`config.mk`:
```
export PLATFORM = sky130hd
export DESIGN_NAME = tmr_interval
export DESIGN_NICKNAME = d
export VERILOG_FILES = /design/src/rtl/tmr_pkg.sv /design/src/rtl/tmr_regs.sv /design/src/rtl/tmr_ctrl.sv /design/src/rtl/tmr_counter.sv /design/src/rtl/tmr_interval.sv
export SDC_FILE = /design/constraint.sdc
export NUM_CORES = 1
export LEC_CHECK = 0
export CAP_MARGIN = 40
export CORE_MARGIN = 1.5
export CORE_UTILIZATION = 50
export CTS_CLUSTER_DIAMETER = 30
export DETAILED_ROUTE_END_ITERATION = 8
export DONT_BUFFER_PORTS = 1
export PLACE_DENSITY = 0.61
export SYNTH_ARGS = -nofsm -noshare
export SYNTH_HDL_FRONTEND = slang
export SYNTH_SLANG_ARGS = --single-unit
```
`constraint.sdc`:
```
create_clock -name clk -period 4.6 [get_ports clk]
set_input_delay 0.23 -clock clk [delete_from_list [all_inputs] [get_ports clk]]
set_output_delay 0.23 -clock clk [all_outputs]
set_load 0.005 [all_outputs]
```
`src/rtl/tmr_pkg.sv`:
```
package tmr_pkg;
  localparam int ADDR_W = 3;

  typedef enum logic [ADDR_W-1:0] {
    RA_PERIOD = 3'd0,
    RA_MODE   = 3'd1,
    RA_CMD    = 3'd2,
    RA_OUT    = 3'd3,
    RA_COUNT  = 3'd4,
    RA_STATUS = 3'd5
  } reg_addr_e;

  localparam int CMD_START_BIT = 0;
  localparam int CMD_STOP_BIT  = 1;
  localparam int OUT_LVL_BIT   = 0;
  localparam int OUT_EN_BIT    = 1;

  typedef struct packed {
    logic start;
    logic stop;
  } cmd_t;
endpackage

```
`src/rtl/tmr_regs.sv`:
```
module tmr_regs
  import tmr_pkg::*;
#(
  parameter int CNT_W = 16
) (
  input  logic              clk,
  input  logic              rst_n,
  input  logic              wr,
  input  logic [ADDR_W-1:0] addr,
  input  logic [CNT_W-1:0]  wdata,
  input  logic              running,
  input  logic              toggle,
  input  logic [CNT_W-1:0]  count,
  output logic [CNT_W-1:0]  period,
  output logic              mode,
  output logic              oe,
  output logic              level,
  output cmd_t              cmd,
  output logic [CNT_W-1:0]  rdata
);
  localparam logic [CNT_W-1:0] PERIOD_RST = '1;

  logic wr_period, wr_mode, wr_cmd, wr_out;

  assign wr_period = wr && (addr == RA_PERIOD);
  assign wr_mode   = wr && (addr == RA_MODE);
  assign wr_cmd    = wr && (addr == RA_CMD);
  assign wr_out    = wr && (addr == RA_OUT);

  // Trigger bits: live only during the write cycle, never stored
  assign cmd.start = wr_cmd && wdata[CMD_START_BIT];
  assign cmd.stop  = wr_cmd && wdata[CMD_STOP_BIT];

  always_ff @(posedge clk) begin
    if (!rst_n) begin
      period <= PERIOD_RST;
      mode   <= 1'b0;
      oe     <= 1'b0;
      level  <= 1'b0;
    end else begin
      if (wr_period) period <= wdata;
      if (wr_mode && !running) mode <= wdata[0];
      if (wr_out) oe <= wdata[OUT_EN_BIT];
      if (wr_out && !oe) level <= wdata[OUT_LVL_BIT];
      else if (toggle && oe) level <= ~level;
    end
  end

  always_comb begin
    rdata = '0;
    case (addr)
      RA_PERIOD: rdata = period;
      RA_MODE:   rdata[0] = mode;
      RA_OUT:    begin
        rdata[OUT_LVL_BIT] = level;
        rdata[OUT_EN_BIT]  = oe;
      end
      RA_COUNT:  rdata = count;
      RA_STATUS: rdata[0] = running;
      default:   rdata = '0;
    endcase
  end

  p_mode_locked_r8: assert property (@(posedge clk) disable iff (!rst_n)
    (running && wr_mode) |=> $stable(mode));
  p_level_hold_r10: assert property (@(posedge clk) disable iff (!rst_n)
    (oe && !toggle) |=> $stable(level));
  p_level_no_evt_r10: assert property (@(posedge clk) disable iff (!rst_n)
    (!oe && !wr_out) |=> $stable(level));
endmodule

```
`src/rtl/tmr_ctrl.sv`:
```
module tmr_ctrl
  import tmr_pkg::*;
(
  input  logic clk,
  input  logic rst_n,
  input  cmd_t cmd,
  input  logic tick,
  output logic running,
  output logic first,
  output logic step
);
  logic run_q, first_q;

  assign running = run_q;
  assign first   = first_q;
  assign step    = run_q && tick && !cmd.stop;

  always_ff @(posedge clk) begin
    if (!rst_n) begin
      run_q   <= 1'b0;
      first_q <= 1'b0;
    end else if (cmd.stop) begin
      run_q   <= 1'b0;
      first_q <= 1'b0;
    end else if (cmd.start && !run_q) begin
      run_q   <= 1'b1;
      first_q <= 1'b1;
    end else if (step && first_q) begin
      first_q <= 1'b0;
    end
  end

  p_stop_wins_r9: assert property (@(posedge clk) disable iff (!rst_n)
    cmd.stop |=> !running);
  p_start_arms_r1: assert property (@(posedge clk) disable iff (!rst_n)
    (cmd.start && !cmd.stop && !running) |=> (running && first));
  p_first_clears_r2: assert property (@(posedge clk) disable iff (!rst_n)
    (step && first) |=> !first);
endmodule

```
`src/rtl/tmr_counter.sv`:
```
module tmr_counter #(
  parameter int CNT_W = 16
) (
  input  logic             clk,
  input  logic             rst_n,
  input  logic             step,
  input  logic             first,
  input  logic             mode,
  input  logic [CNT_W-1:0] period,
  output logic [CNT_W-1:0] count,
  output logic             event_now,
  output logic             irq
);
  logic at_zero, reload;

  assign at_zero   = (count == '0);
  assign reload    = step && (first || at_zero);
  assign event_now = step && (first ? mode : at_zero);

  always_ff @(posedge clk) begin
    if (!rst_n) begin
      count <= '0;
      irq   <= 1'b0;
    end else begin
      irq <= event_now;
      if (reload) count <= period;
      else if (step) count <= count - 1'b1;
    end
  end

  p_dec_r4: assert property (@(posedge clk) disable iff (!rst_n)
    (step && !first && !at_zero) |=> (count == CNT_W'($past(count) - 1'b1)));
  p_hold_r9: assert property (@(posedge clk) disable iff (!rst_n)
    !step |=> $stable(count));
  p_reload_r5: assert property (@(posedge clk) disable iff (!rst_n)
    (step && !first && at_zero) |=> (count == $past(period) && irq));
  p_first_load_r2: assert property (@(posedge clk) disable iff (!rst_n)
    (step && first) |=> (count == $past(period)));
  p_first_quiet_r3: assert property (@(posedge clk) disable iff (!rst_n)
    (step && first && !mode) |=> !irq);
  p_irq_cause_r6: assert property (@(posedge clk) disable iff (!rst_n)
    irq |-> $past(step));
endmodule

```
`src/rtl/tmr_interval.sv`:
```
module tmr_interval
  import tmr_pkg::*;
#(
  parameter int CNT_W = 16
) (
  input  logic             clk,
  input  logic             rst_n,
  input  logic             reg_wr,
  input  logic [2:0]       reg_addr,
  input  logic [CNT_W-1:0] reg_wdata,
  output logic [CNT_W-1:0] reg_rdata,
  input  logic             cnt_tick,
  output logic             irq_pulse,
  output logic             wave_out
);
  cmd_t             cmd;
  logic [CNT_W-1:0] period, count;
  logic             mode, oe, level;
  logic             running, first, step, event_now;

  tmr_regs #(.CNT_W(CNT_W)) u_regs (
    .clk(clk), .rst_n(rst_n), .wr(reg_wr), .addr(reg_addr), .wdata(reg_wdata),
    .running(running), .toggle(event_now), .count(count),
    .period(period), .mode(mode), .oe(oe), .level(level), .cmd(cmd),
    .rdata(reg_rdata)
  );

  tmr_ctrl u_ctrl (
    .clk(clk), .rst_n(rst_n), .cmd(cmd), .tick(cnt_tick),
    .running(running), .first(first), .step(step)
  );

  tmr_counter #(.CNT_W(CNT_W)) u_cnt (
    .clk(clk), .rst_n(rst_n), .step(step), .first(first), .mode(mode),
    .period(period), .count(count), .event_now(event_now), .irq(irq_pulse)
  );

  assign wave_out = level;

  p_wave_frozen_r9: assert property (@(posedge clk) disable iff (!rst_n)
    (!running && !reg_wr) |=> $stable(wave_out));
endmodule

```
==> flow_metrics.env <==
export IMPL_status="complete, no violations"
export IMPL_slew_violations=0
export IMPL_ys_top_cells_by_area="dfxtp_1 (36%), nand2_1 (9.3%), mux2i_1 (8.5%), nor2_1 (5.3%), a21oi_1 (4.9%)"
export IMPL_grt_overflow_total=0
export IMPL_max_slew_margin_rel_pct=41.40
export IMPL_area_delta_synth_final_pct=4.703
export IMPL_grt_max_degree=27
export IMPL_numCtsBuffers=5
export IMPL_post_synth_top_count_cell="nand2_1"
export IMPL_die_x_um=68.24
export IMPL_clk_path_buf_depth=2
export IMPL_worstPathMaxFanout=6
export IMPL_placementRows=23
export IMPL_cts_repair_resized=0
export IMPL_synth_cells=284
export IMPL_coreArea_um2=4058
export IMPL_arrival_ns=2.64
export IMPL_timing_fmax_ghz=0.4041
export IMPL_port_buffers=0
export IMPL_synth_largest_area_cell="dfxtp_1"
export IMPL_drt_total_wl_mm=5.504
export IMPL_start_util_pct=52.45
export IMPL_synth_top_area_share_pct=35.74
export IMPL_cts_max_level=2
export IMPL_gp_congestion=0.8605
export IMPL_cts_sinks=38
export IMPL_min_path_cells=1
export IMPL_instances_no_fill=325
export IMPL_design_area_um2=2228
export IMPL_drive_gt1_share_pct=6.909
export IMPL_yosys_warnings=0
export IMPL_grt_pass1_vias=1735
export IMPL_fin_nets=298
export IMPL_period_needed_ns=2.474
export IMPL_setup_tns_final_ns=0
export IMPL_power_leakage_nw=0.9223
export IMPL_ios=41
export IMPL_clk_pin_slew_ns=0.09
export IMPL_syn_cell_area_um2=2128
export IMPL_crit_top_cell="or4b_1"
export IMPL_die_h_um=68.24
export IMPL_numPlacedInstances=316
export IMPL_cts_hold_buf=1
export IMPL_rsz0062_at_grt="no"
export IMPL_critPathMaxStageDelay_ns=0.55
export IMPL_critPathKind="flip-flop to flip-flop"
export IMPL_grt_usage_pct=25.58
export IMPL_synthArstFlopShare_pct=0
export IMPL_dp_hpwl_mm=3.798
export IMPL_drtAntennaViolNets=0
export IMPL_r2r_cells=7
export IMPL_fin_skew_ns=0.01666
export IMPL_start_kind="flip-flop"
export IMPL_powerDensity_nw_per_um2=309.2
export IMPL_peakVddDrop_v=0.0002018
export IMPL_slowest_stage="or4b_1"
export IMPL_final_util_pct=54.92
export IMPL_end_kind="flip-flop"
export IMPL_first_pass_iters=4
export IMPL_avgSynthCellArea_um2=7.494
export IMPL_placed_cell_area_um2=2128
export IMPL_clock_latency_ns=0.30
export IMPL_required_ns=4.77
export IMPL_root_buffer="clkbuf_8"
export IMPL_finalCritPeriodShare_pct=53.79
export IMPL_post_cts_buffers=0
export IMPL_maxCapViolCount=0
export IMPL_drt_first_iter_violations=109
export IMPL_antenna_found_initial=0
export IMPL_path_cells="inv_1, ha_1, or4b_4, or4b_1, or4b_1, o21ai_1, a211oi_1"
export IMPL_hold_ws_ns=0.002275
export IMPL_synth_seq_cells=38
export IMPL_antenna_cells=0
export IMPL_synth_cell_types=46
export IMPL_ys_seq_area_share_pct=35.74
export IMPL_cts_tree="built"
export IMPL_hold_violations=0
export IMPL_ys_top_cells_by_count="nand2_1 (53), dfxtp_1 (38), nor2_1 (30)"
export IMPL_drc=0
export IMPL_synth_edf_count=0
export IMPL_grt_first_pass_wirelength_mm=8.776
export IMPL_die_area_um2=4657
export IMPL_viasPerCell=6.049
export IMPL_vias=1966
export IMPL_synth_top_flop_cell="dfxtp_1"
export IMPL_min_path_type="input pin to flip-flop"
export IMPL_worst_pin_slew_ns=0.8778
export IMPL_syn_nets=308
export IMPL_setup_viol=0
export IMPL_drt_wirelength_per_cell_um=16.94
## per-layer routing
| metal | vias to the layer above | share of wire (%) | GRT usage, % |
|---|---|---|---|
| met3 | 9 | 6.2 | 6.250 |
| met5 | - | 0 | 0 |
| met2 | 60 | 41 | 36.04 |
| met1 | 891 | 51 | 37.36 |
| met4 | 0 | 1.8 | 9.250 |
| li1 | 1006 | - | - |
## cell type report
| cell class | count | area, um2 |
|---|---|---|
| fillers | 425 | 1829 |
| clock buffers | 5 | 68.82 |
| inverters | 4 | 15.01 |
| multi-input cells | 222 | 1275 |
| clock inverters | 3 | 21.27 |
| flip-flops and latches | 38 | 760.7 |
| repair buffers | 3 | 25.02 |
| well taps | 50 | 62.56 |
## worst max-delay path: cells and delay by family, from the launching register on
family	cells	cell delay, ns
DFF	1	0.35
adders and majority gates	1	0.22
AOI/OAI and AO/OA	2	0.17
buffers and inverters	1	0.07
and+or+nand+nor	3	1.52
## report_power, final
group	internal, mW	total, mW	switching (mW)	leakage [nW]
logic	0.0387	0.100	0.0616	0.570
clock network	0.107	0.241	0.134	0.0441
registers	0.337	0.348	0.0109	0.308
## through the flow
step	worst slack [ns]	total power [mW]
2_1_floorplan	2.295	0.4391
3_3_place_gp	2.215	0.4518
3_5_place_dp	2.131	0.4528
4_1_cts	2.122	0.6910
5_1_grt	1.947	0.7160
6_report	2.126	0.6889
## cells by family (layout without fill, tap and decap cells)
kind of cell	after synthesis	after routing	share of synthesized area (%)
AOI/OAI and AO/OA	56	56	16.05
adders and majority gates	1	1	0.5878
DFF	38	38	35.74
muxes	20	20	10.05
buffers and inverters	24	15	4.350
and+or+nand+nor	144	144	32.80
xor gates and xnor gates	1	1	0.4116
## worst paths after layout
check | startpoint | endpoint | slack [ns]
setup reg to reg | u_cnt.count[0] | u_cnt.count[14] | 2.13
hold reg to reg | u_regs.oe | u_regs.level | 0.49
hold / removal | rst_n | u_regs.period[7] | 0.002
setup / recovery | u_cnt.count[0] | u_cnt.count[14] | 2.13
## cells in the final DEF, fill, tap and decap left out, types with 2 or more instances in the layout
master,count
a21oi_1,21
a31oi_1,5
buf_4,2
clkbuf_8,5
dfxtp_1,38
inv_1,3
mux2i_1,18
nand2_1,53
nand2b_1,2
nand3_1,21
nand4b_1,2
nor2_1,30
nor3_1,6
nor4_1,9
nor4b_1,2
o211ai_1,2
o21a_1,2
o21ai_0,7
o21ai_1,5
o21bai_1,2
o221a_2,3
o22ai_1,3
o31ai_1,2
or2_1,2
or3_1,4
or4_1,2
or4b_1,2
## state kept, by name, indices dropped and copies added, names as in the netlist
name / flops
u_cnt.irq: 1
u_regs.mode: 1
u_regs.period: 16
u_regs.level: 1
u_ctrl.first: 1
u_ctrl.running: 1
u_cnt.count: 16
u_regs.oe: 1
(Power assumes the default switching activity.)
